### config.mk
export PLATFORM = sky130hd
export DESIGN_NAME = pw_lfsr_handshake
export DESIGN_NICKNAME = d
export VERILOG_FILES = /design/src/rtl/pw_hs_pkg.sv /design/src/rtl/pw_hs_rx_sync.sv /design/src/rtl/pw_hs_pulse_timer.sv /design/src/rtl/pw_hs_lfsr.sv /design/src/rtl/pw_hs_watchdog.sv /design/src/rtl/pw_lfsr_handshake.sv
export SDC_FILE = /design/constraint.sdc
export NUM_CORES = 1
export LEC_CHECK = 0
export BUFFER_PORTS_ARGS = -buffer_cell sky130_fd_sc_hd__clkbuf_2
export CAP_MARGIN = 10
export CORE_UTILIZATION = 50
export DETAILED_ROUTE_END_ITERATION = 12
export PLACE_DENSITY_LB_ADDON = 0.2
export SLEW_MARGIN = 10
export SYNTH_ARGS = -nofsm -noshare
export SYNTH_HDL_FRONTEND = slang
export SYNTH_SLANG_ARGS = --single-unit
### constraint.sdc
create_clock -name clk_i -period 6.8 [get_ports clk_i]
set_clock_uncertainty 0.1 [all_clocks]
set_input_delay 1.7 -clock clk_i [delete_from_list [all_inputs] [get_ports clk_i]]
set_output_delay 1.7 -clock clk_i [all_outputs]
set_load 0.005 [all_outputs]
### src/rtl/pw_hs_pkg.sv
package pw_hs_pkg;
  typedef enum logic [3:0] {
    ST_CAL0,
    ST_CAL1,
    ST_RECV,
    ST_TX_LO,
    ST_TX_BIT,
    ST_TX_HI,
    ST_TX_END,
    ST_DONE,
    ST_FAIL,
    ST_TMO
  } hs_state_e;
endpackage

### src/rtl/pw_hs_rx_sync.sv
module pw_hs_rx_sync (
  input  logic clk_i,
  input  logic rst_ni,
  input  logic rx_i,
  output logic fall_o,
  output logic rise_o
);
  logic s1_q, s2_q, s3_q;

  always_ff @(posedge clk_i or negedge rst_ni) begin
    if (!rst_ni) begin
      s1_q <= 1'b1;
      s2_q <= 1'b1;
      s3_q <= 1'b1;
    end else begin
      s1_q <= rx_i;
      s2_q <= s1_q;
      s3_q <= s2_q;
    end
  end

  assign fall_o = s3_q & ~s2_q;
  assign rise_o = ~s3_q & s2_q;
endmodule

### src/rtl/pw_hs_pulse_timer.sv
module pw_hs_pulse_timer #(
  parameter int unsigned CNT_W = 32
) (
  input  logic             clk_i,
  input  logic             rst_ni,
  input  logic             fall_i,
  output logic [CNT_W-1:0] width_o
);
  logic [CNT_W-1:0] cnt_q, stamp_q;

  always_ff @(posedge clk_i or negedge rst_ni) begin
    if (!rst_ni) begin
      cnt_q   <= '0;
      stamp_q <= '0;
    end else begin
      cnt_q <= cnt_q + 1'b1;
      if (fall_i) stamp_q <= cnt_q;
    end
  end

  // valid in the cycle the rising edge is flagged
  assign width_o = cnt_q - stamp_q;
endmodule

### src/rtl/pw_hs_lfsr.sv
module pw_hs_lfsr #(
  parameter int unsigned           W    = 32,
  parameter logic        [W-1:0]   SEED = W'(32'h50),
  parameter logic        [W-1:0]   TAPS = W'(32'hB2)
) (
  input  logic         clk_i,
  input  logic         rst_ni,
  input  logic         load_i,
  input  logic [W-1:0] load_val_i,
  input  logic         adv_i,
  output logic         bit_o
);
  logic [W-1:0] q;

  always_ff @(posedge clk_i or negedge rst_ni) begin
    if (!rst_ni)     q <= SEED;
    else if (load_i) q <= load_val_i;
    else if (adv_i)  q <= {q[W-2:0], ^(q & TAPS)};
  end

  assign bit_o = q[0];
endmodule

### src/rtl/pw_hs_watchdog.sv
module pw_hs_watchdog #(
  parameter int unsigned LIMIT = 3_000_000
) (
  input  logic clk_i,
  input  logic rst_ni,
  input  logic arm_i,
  input  logic kick_i,
  output logic expire_o
);
  localparam int unsigned CW = $clog2(LIMIT + 1);
  localparam logic [CW-1:0] LAST = CW'(LIMIT - 1);

  logic [CW-1:0] cnt_q;

  always_ff @(posedge clk_i or negedge rst_ni) begin
    if (!rst_ni)                 cnt_q <= '0;
    else if (!arm_i || kick_i)   cnt_q <= '0;
    else if (cnt_q != LAST)      cnt_q <= cnt_q + 1'b1;
  end

  assign expire_o = arm_i && !kick_i && (cnt_q == LAST);
endmodule

### src/rtl/pw_lfsr_handshake.sv
module pw_lfsr_handshake
  import pw_hs_pkg::*;
#(
  parameter int unsigned             CNT_W       = 32,
  parameter int unsigned             LFSR_W      = 32,
  parameter logic [LFSR_W-1:0]       LFSR_SEED   = LFSR_W'(32'h50),
  parameter logic [LFSR_W-1:0]       LFSR_TAPS   = LFSR_W'(32'hB2),
  parameter int unsigned             RX_BITS     = 250,
  parameter int unsigned             VER_BITS    = 8,
  parameter logic [VER_BITS-1:0]     VERSION_ID  = VER_BITS'(8'h52),
  parameter int unsigned             TIMEOUT_CYC = 3_000_000
) (
  input  logic clk_i,
  input  logic rst_ni,
  input  logic rx_i,
  output logic tx_o,
  output logic tx_oe_o,
  output logic done_o,
  output logic fail_o,
  output logic timeout_o
);
  localparam int unsigned TX_BITS = RX_BITS + VER_BITS;
  localparam int unsigned RX_CW   = $clog2(RX_BITS + 1);
  localparam int unsigned TX_CW   = $clog2(TX_BITS + 1);
  localparam logic [RX_CW-1:0] RX_INIT = RX_CW'(RX_BITS);
  localparam logic [TX_CW-1:0] TX_INIT = TX_CW'(TX_BITS);
  localparam logic [TX_CW-1:0] VER_AT  = TX_CW'(VER_BITS);
  localparam logic [LFSR_W-1:0] VER_LOAD = LFSR_W'(VERSION_ID);

  hs_state_e        state_q;
  logic             low_seen_q;
  logic [CNT_W-1:0] cal0_q, thr_q;
  logic [RX_CW-1:0] rx_left_q;
  logic [TX_CW-1:0] tx_left_q;
  logic             tx_bit_q, tx_q, oe_q, done_q, fail_q, tmo_q;

  logic             fall, rise, expire, lfsr_bit, lfsr_adv, lfsr_load;
  logic             meas_done, rx_bit, armed;
  logic [CNT_W-1:0] width;
  logic [CNT_W:0]   cal_sum;

  pw_hs_rx_sync u_sync (
    .clk_i (clk_i), .rst_ni(rst_ni), .rx_i(rx_i),
    .fall_o(fall), .rise_o(rise)
  );

  pw_hs_pulse_timer #(.CNT_W(CNT_W)) u_timer (
    .clk_i(clk_i), .rst_ni(rst_ni), .fall_i(fall), .width_o(width)
  );

  pw_hs_lfsr #(.W(LFSR_W), .SEED(LFSR_SEED), .TAPS(LFSR_TAPS)) u_lfsr (
    .clk_i(clk_i), .rst_ni(rst_ni), .load_i(lfsr_load),
    .load_val_i(VER_LOAD), .adv_i(lfsr_adv), .bit_o(lfsr_bit)
  );

  pw_hs_watchdog #(.LIMIT(TIMEOUT_CYC)) u_wdog (
    .clk_i(clk_i), .rst_ni(rst_ni), .arm_i(armed),
    .kick_i(fall | rise), .expire_o(expire)
  );

  always_comb begin
    armed     = (state_q != ST_DONE) && (state_q != ST_FAIL) && (state_q != ST_TMO);
    meas_done = rise && low_seen_q;
    rx_bit    = (width < thr_q);
    cal_sum   = {1'b0, cal0_q} + {1'b0, width};
    lfsr_adv  = ((state_q == ST_RECV) && meas_done) || ((state_q == ST_TX_HI) && fall);
    lfsr_load = (state_q == ST_TX_LO) && fall && (tx_left_q == VER_AT);
  end

  always_ff @(posedge clk_i or negedge rst_ni) begin
    if (!rst_ni) begin
      state_q    <= ST_CAL0;
      low_seen_q <= 1'b0;
      cal0_q     <= '0;
      thr_q      <= '0;
      rx_left_q  <= RX_INIT;
      tx_left_q  <= TX_INIT;
      tx_bit_q   <= 1'b1;
      tx_q       <= 1'b1;
      oe_q       <= 1'b0;
      done_q     <= 1'b0;
      fail_q     <= 1'b0;
      tmo_q      <= 1'b0;
    end else begin
      oe_q   <= 1'b1;
      done_q <= 1'b0;
      if (expire) begin
        state_q <= ST_TMO;
        tmo_q   <= 1'b1;
      end else begin
        unique case (state_q)
          ST_CAL0, ST_CAL1, ST_RECV: begin
            if (fall) low_seen_q <= 1'b1;
            if (meas_done) begin
              low_seen_q <= 1'b0;
              if (state_q == ST_CAL0) begin
                cal0_q  <= width;
                state_q <= ST_CAL1;
              end else if (state_q == ST_CAL1) begin
                thr_q   <= cal_sum[CNT_W:1];
                state_q <= ST_RECV;
              end else if (rx_bit != lfsr_bit) begin
                fail_q  <= 1'b1;
                state_q <= ST_FAIL;
              end else if (rx_left_q == RX_CW'(1)) begin
                state_q <= ST_TX_LO;
              end else begin
                rx_left_q <= rx_left_q - 1'b1;
              end
            end
          end
          ST_TX_LO: if (fall) begin
            tx_q     <= 1'b0;
            tx_bit_q <= (tx_left_q == VER_AT) ? VERSION_ID[0] : lfsr_bit;
            state_q  <= ST_TX_BIT;
          end
          ST_TX_BIT: if (rise) begin
            tx_q    <= tx_bit_q;
            state_q <= ST_TX_HI;
          end
          ST_TX_HI: if (fall) begin
            tx_q    <= 1'b1;
            state_q <= ST_TX_END;
          end
          ST_TX_END: if (rise) begin
            if (tx_left_q == TX_CW'(1)) begin
              done_q  <= 1'b1;
              state_q <= ST_DONE;
            end else begin
              tx_left_q <= tx_left_q - 1'b1;
              state_q   <= ST_TX_LO;
            end
          end
          default: ;
        endcase
      end
    end
  end

  assign tx_o      = tx_q;
  assign tx_oe_o   = oe_q;
  assign done_o    = done_q;
  assign fail_o    = fail_q;
  assign timeout_o = tmo_q;
endmodule

==> results of run 1 <==
## area by class of cell
class                           count  area, sq um  area share [%]
Clock inverter                     14          169            1.35
Clock buffer                       18          429            3.42
Tap cell                          285          357            2.84
Sequential cell                   189         4750            37.8
Inverter                           86          323            2.57
Multi-Input combinational cell    908         6440            51.3
Timing Repair Buffer               13         88.8           0.708
## power breakdown
part | switching, mW | internal (mW) | total [mW]
registers | 0.192 | 1.38 | 1.57
clock network | 0.485 | 0.528 | 1.01
logic | 0.800 | 0.648 | 1.45
total | 1.48 | 2.55 | 4.03
## cells in the mapped netlist (15+ instances only)
cell type,n
dfrtp_1,174
nand2_1,126
ha_1,102
inv_1,86
o21ai_0,84
nor2_1,71
xnor2_1,71
a21oi_1,67
xor2_1,53
a21o_1,41
nand3_1,39
mux2_2,34
and3_1,18
nand4_1,18
clkbuf_1,16
dfstp_2,15
nor3_1,15
o21a_1,15
## through the flow
stage / area [sq um] / util [%] / worst slack [ns] / std cells
final: 12600 / 55.3 / 1.41 / 1513
after global routing: 12600 / 55.3 / 0.837 / 1513
after CTS: 12600 / 55.3 / 1.39 / 1513
after detailed placement: 12000 / 52.6 / 1.40 / 1481
after global placement: 12000 / 52.6 / 1.53 / 1481
after floorplan: 11600 / - / 2.25 / 1208
## flip-flops by register name, indices dropped and copies added, names as in the netlist, 4 cells and up
name             cells
rx_left_q            8
cal0_q              32
u_wdog.cnt_q        22
tx_left_q            9
u_timer.cnt_q       32
u_lfsr.q             8
u_timer.stamp_q     32
thr_q               32
state_q              4
## layer usage
metal	GRT usage, %	up-vias	part of all wire (%)
met4	6.36	0	1.6
li1	-	4267	-
met5	0	-	0
met3	2.75	26	2.7
met2	31.5	120	44
met1	30.6	3963	52
## how the worst max path moves through the flow
stage / start / end / slack, ns / depth (start not counted)
after CTS: u_timer.cnt_q[1] / rx_left_q[5] / 1.39 / 21
after global routing: u_timer.cnt_q[0] / rx_left_q[7] / 0.84 / 22
after detailed placement: u_timer.cnt_q[1] / rx_left_q[5] / 1.40 / 21
final: u_timer.cnt_q[1] / rx_left_q[5] / 1.41 / 21
after floorplan: u_timer.cnt_q[15] / thr_q[28] / 2.25 / 19
after global placement: u_timer.cnt_q[1] / rx_left_q[5] / 1.53 / 21
## worst reg2reg max path: stages, from the launching register on
cell      delay, ns
dfrtp_1        0.44
ha_1           0.29
nor2b_1        0.13
o21a_1         0.14
o21ai_0        0.11
o31ai_1        0.52
o21ai_0        0.31
and2_1         0.23
o21ai_1        0.24
a31oi_1        0.13
xnor2_1        0.28
ha_1           0.31
a21o_1         0.16
a21o_1         0.16
a21oi_1        0.18
nand3_1        0.10
a21oi_1        0.30
nor2_1         0.13
xnor2_2        0.23
nor4_4         0.50
nand4b_1       0.18
xnor2_1        0.16
## cell families after synthesis
family                   Yosys count  synth area share (%)
XOR/XNOR                         125                  9.49
adder cells (fa/ha/maj)          104                  11.3
AND/OR/NAND/NOR                  355                  15.2
AO/OA/AOI/OAI                    287                  15.8
multiplexers                      36                  3.47
buffers and inverters            111                  3.74
flip-flops                       189                  40.9
other                              1                0.0323
==> impl_metrics.toml, run 1 <==
[logic_synthesis]
ys_seq_area_share_pct = 40.9
yosys_most_used_dff = "dfrtp_1"
synth_top_area_share_pct = 37.5
synth_cells = 1208
async_flop_share_pct = 100
synth_area_sq_um = 11600
yosysWarnings = 0
synth_edf_count = 0
yosysUniqueCellTypes = 80
yosysTopAreaCell = "dfrtp_1"
synth_area_leaders = "dfrtp_1 (37%), ha_1 (11%), xnor2_1 (5.4%)"
syn_nets = 1315
synth_area_per_cell_sq_um = 9.61
ys_ff_latch = 189

[critical_path]
worstPathMaxFanout = 9
path_cells = "ha_1, nor2b_1, o21a_1, o21ai_0, o31ai_1, o21ai_0, and2_1, o21ai_1, a31oi_1, xnor2_1, ha_1, a21o_1, a21o_1, a21oi_1, nand3_1, a21oi_1, nor2_1, xnor2_2, nor4_4, nand4b_1, xnor2_1"
startpoint_type = "flop"
r2r_slack_ns = 1.41
r2r-start = "u_timer.cnt_q[1]"
rr_worst_depth = 21
cp_top_family = "compound AO/OA/AOI/OAI gates"
crit_slowest_cell = "o31ai_1"
critPathBufInv = 0
cp_data_required_time_ns = 7.06
critical-path-max-stage-delay_ns = 0.52
path_class = "reg2reg"
crit_arrival_ns = 5.65
r2r_end = "rx_left_q[5]"
cp-end-kind = "flop"

[drt]
routed_wl_um = 22900
drcViolationCount = 0
vias = 8376
drt-vias-per-instance = 5.54
drt_iter0_drc = 375
first_pass_iters = 5
routedWlPerCell_um = 15.2
detail-route-antenna-nets = 0

[sta]
tightest_slew_ns = 0.785
finalSetupTns_ns = 0
min_period_ns = 5.39
hold_viol_final = 0
fmax_ghz = 0.186
relSlewSlack_pct = 47.7
rsz0062_at_grt = "false"
min_period_over_period_pct = 79.3
holdWs_ns = 0.273
drv_slew = 0
setup_viol = 0

[global_route]
grt_max_degree = 96
grt_pass1_vias = 8181
grt_use_total_pct = 20.7
grt_pass1_wl_um = 40000
antenna_found_initial = 0
grt_overflow = 0

[clock_network]
cts_made_buffers = 17
cts_tree = "done"
clkLatencyLatePin_ns = 0.44
clock_sinks = 189
clockRootBuffer = "clkbuf_16"
postCtsSetupRepairBufs = 0
cts_resized = 0
clockBufferDepth = 2
clk_pin_slew_ns = 0.08
hold_buffers = 0
cts.htree.levels = 4

[power]
power.leakage_nw = 5.97
power_mw = 4.03
peakVddDrop_uv = 174
power_density_nw_per_um2 = 321

[run]
cap_viol_max_count = 0

[worst_hold_path]
worst_hold_path_type = "reg2reg"
min_path_cells = 0
holdCritStartpoint = "u_sync.s1_q"
hold_path_end = "u_sync.s2_q"

[final_layout]
fillers = 2013
area_growth_pct = 8.07
layout_common_cells = "dfrtp_1 (174), nand2_1 (125), ha_1 (101)"
final_nets = 1322
drive_above_1_share_pct = 9.93
final_common_cell = "dfrtp_1"
antenna_cells = 0

[placement]
dp_hpwl_um = 16700
port_buffers = 7
place.gp.congestion = 0.842

[die]
die_area_sq_um = 23800
coreArea_sq_um = 22700
dieWidth_um = 154
die_h_um = 154
initial_utilization_pct = 51.1
io_pins = 8
rows = 55

[outcome]
status = "complete, no violations"
Power figures use the tool's default switching activity.
==> run 2, diff against run 1 <==
clock period = 4.75 ns   (was 6.8 ns; I/O delays follow)
==> run 2 against run 1 <==
  * Global-route usage grew 0.84 points
  * Non-clock buffer count grew 102
  * Worst hold slack lost 0.015 ns
  * Sequential share of layout area shrank 3.5 points
  * Die area is the same
  * Worst setup slack lost 1.2 ns
  * Via count grew 4.6%
  * Utilization grew 5.7 points
  * Clock power grew 43%
  * Largest cell class unchanged
  * Highest routed layer unchanged
==> impl_metrics.toml, run 2 (synthesized netlist as in run 1, its figures left out) <==
[sta]
min_period_ns = 4.59
tightest_slew_ns = 0.991
setup_viol = 0
min_period_over_period_pct = 96.6
hold_viol_final = 0
relSlewSlack_pct = 33.9
drv_slew = 0
rsz0062_at_grt = "true"
finalSetupTns_ns = 0
holdWs_ns = 0.258
fmax_ghz = 0.218

[global_route]
grt_use_met2_pct = 34.1
grt_pass1_vias = 8512
grt_overflow = 0
grt_pass1_wl_um = 41600
global_route.usage.met1_pct = 30.8
grt_max_degree = 122
grt_use_total_pct = 21.5
grt_busiest_layer = "met2"
antenna_found_initial = 0
grtUsageMet3_pct = 3.42

[drt]
routedWlPerCell_um = 15.3
routed_wl_um = 24800
drcViolationCount = 0
first_pass_iters = 5
detail-route-antenna-nets = 0
drt-vias-per-instance = 5.42
vias = 8758
drt_iter0_drc = 385

[die]
die_h_um = 154
coreArea_sq_um = 22700
rows = 55
dieWidth_um = 154
io_pins = 8
die_area_sq_um = 23800
initial_utilization_pct = 51.1

[placement]
dpl.cell_count = 1569
port_buffers = 7
dp_hpwl_um = 17400
place.gp.congestion = 0.872

[power]
swShare_pct = 37.4
internal-power_mw = 3.92
p_sw_mw = 2.34
peakVddDrop_uv = 316
power.leakage_nw = 6.58
pwr-share-seq_pct = 36.2
power_density_nw_per_um2 = 453
power_mw = 6.26
p_comb_share_pct = 40.7
p_clk_share_pct = 23.0

[critical_path]
r2r_slack_ns = 0.16
cp-end-kind = "flop"
worstPathMaxFanout = 6
crit_arrival_ns = 4.85
path_class = "reg2reg"
r2r_end = "state_q[3]"
r2r-start = "u_timer.cnt_q[13]"
startpoint_type = "flop"
cp_data_required_time_ns = 5.01
rr_worst_depth = 21

[clock_network]
cts.htree.levels = 4
clkLatencyLatePin_ns = 0.44
clockRootBuffer = "clkbuf_16"
clk_pin_slew_ns = 0.08
hold_buffers = 0
cts_tree = "done"
cts_made_buffers = 17
clockBufferDepth = 2
clock_sinks = 189

[run]
cap_viol_max_count = 0

[final_layout]
final_common_cell = "dfrtp_1"
area_growth_pct = 19.1
antenna_cells = 0
layout_common_cells = "dfrtp_1 (174), nand2_1 (121), buf_4 (103)"
drive_above_1_share_pct = 22.3
instances_no_fill = 1615
final_nets = 1424
final_core_util_pct = 60.9

[worst_hold_path]
holdCritStartpoint = "u_sync.s1_q"
min_path_cells = 0
hold_path_end = "u_sync.s2_q"
worst_hold_path_type = "reg2reg"

[outcome]
status = "complete, no violations"
-- run 2: cell types whose count changed in the layout (fill, tap and decap cells not counted), moves of 4 or more --
cell,before,now
buf_4,6,103
a21oi_1,67,51
a21oi_2,0,13
ha_1,101,91
ha_4,0,8
o21ai_0,84,76
xnor2_1,71,65
o21ai_2,1,6
xnor2_2,1,6
clkinv_8,2,6
nand2_1,125,121
nand2_2,1,5
nor2_1,71,67
-- run 2: how the worst max path moves through the flow --
stage,from,endpoint,slack [ns]
6_report,u_timer.cnt_q[13],state_q[3],0.16
5_1_grt,u_timer.cnt_q[13],state_q[1],-0.07
4_1_cts,u_timer.cnt_q[0],thr_q[28],-0.04
3_5_place_dp,u_timer.cnt_q[0],thr_q[28],-0.29
3_3_place_gp,u_timer.stamp_q[1],state_q[1],-0.27
2_1_floorplan,u_timer.cnt_q[15],thr_q[28],0.20
-- run 2: worst max-delay path, cell delays in order (launching register included) --
cell and delay [ns]:
dfrtp_1 0.40, ha_1 0.46, o21ai_0 0.15, nand2b_1 0.14, a31oi_1 0.15, nor3b_1 0.47, o22ai_4 0.16, o211ai_1 0.24
a31oi_1 0.12, xnor2_1 0.22, ha_1 0.29, a21o_1 0.22, a21oi_4 0.20, nand3_2 0.12, a21oi_4 0.20, buf_4 0.15
nor3_1 0.04, nand3b_1 0.23, buf_4 0.20, nor2_1 0.10, o22ai_1 0.08, nand2_1 0.09
-- run 2: per-layer routing --
layer	vias to the layer above	share of wire, %
li1	4453	-
met1	4204	51
met2	86	45
met3	15	2.3
met4	0	0.98
met5	-	0
-- run 2: repair_timing --
item,in CTS,in global routing
gates cloned,1,0
setup endpoints to repair,16,23
setup buffers,6,9
gates resized for setup,32,71
pin swaps,32,57
-- run 2: cell type report --
type / count / area [sq um]
Clock buffer: 18 / 429
Inverter: 86 / 323
Fill cell: 1852 / 8870
Multi-Input combinational cell: 908 / 6930
Timing Repair Buffer: 115 / 876
Clock inverter: 14 / 171
Sequential cell: 189 / 4750
Tap cell: 285 / 357
-- run 2: power by group through the flow --
stage          clock network (mW)  logic [mW]  registers [mW]
2_1_floorplan                   0        1.68            2.17
5_1_grt                      1.54        2.84            2.32
6_report                     1.44        2.55            2.27
3_5_place_dp                    0        2.24            2.28
4_1_cts                      1.48        2.35            2.26
3_3_place_gp                    0        2.20            2.26
-- run 2: metrics by stage --
stage / cell area (sq um) / worst slack [ns]
after floorplan: 11600 / 0.201
after global placement: 12600 / -0.273
after detailed placement: 12600 / -0.287
after CTS: 13400 / -0.0392
after global routing: 13800 / -0.0716
final: 13800 / 0.163
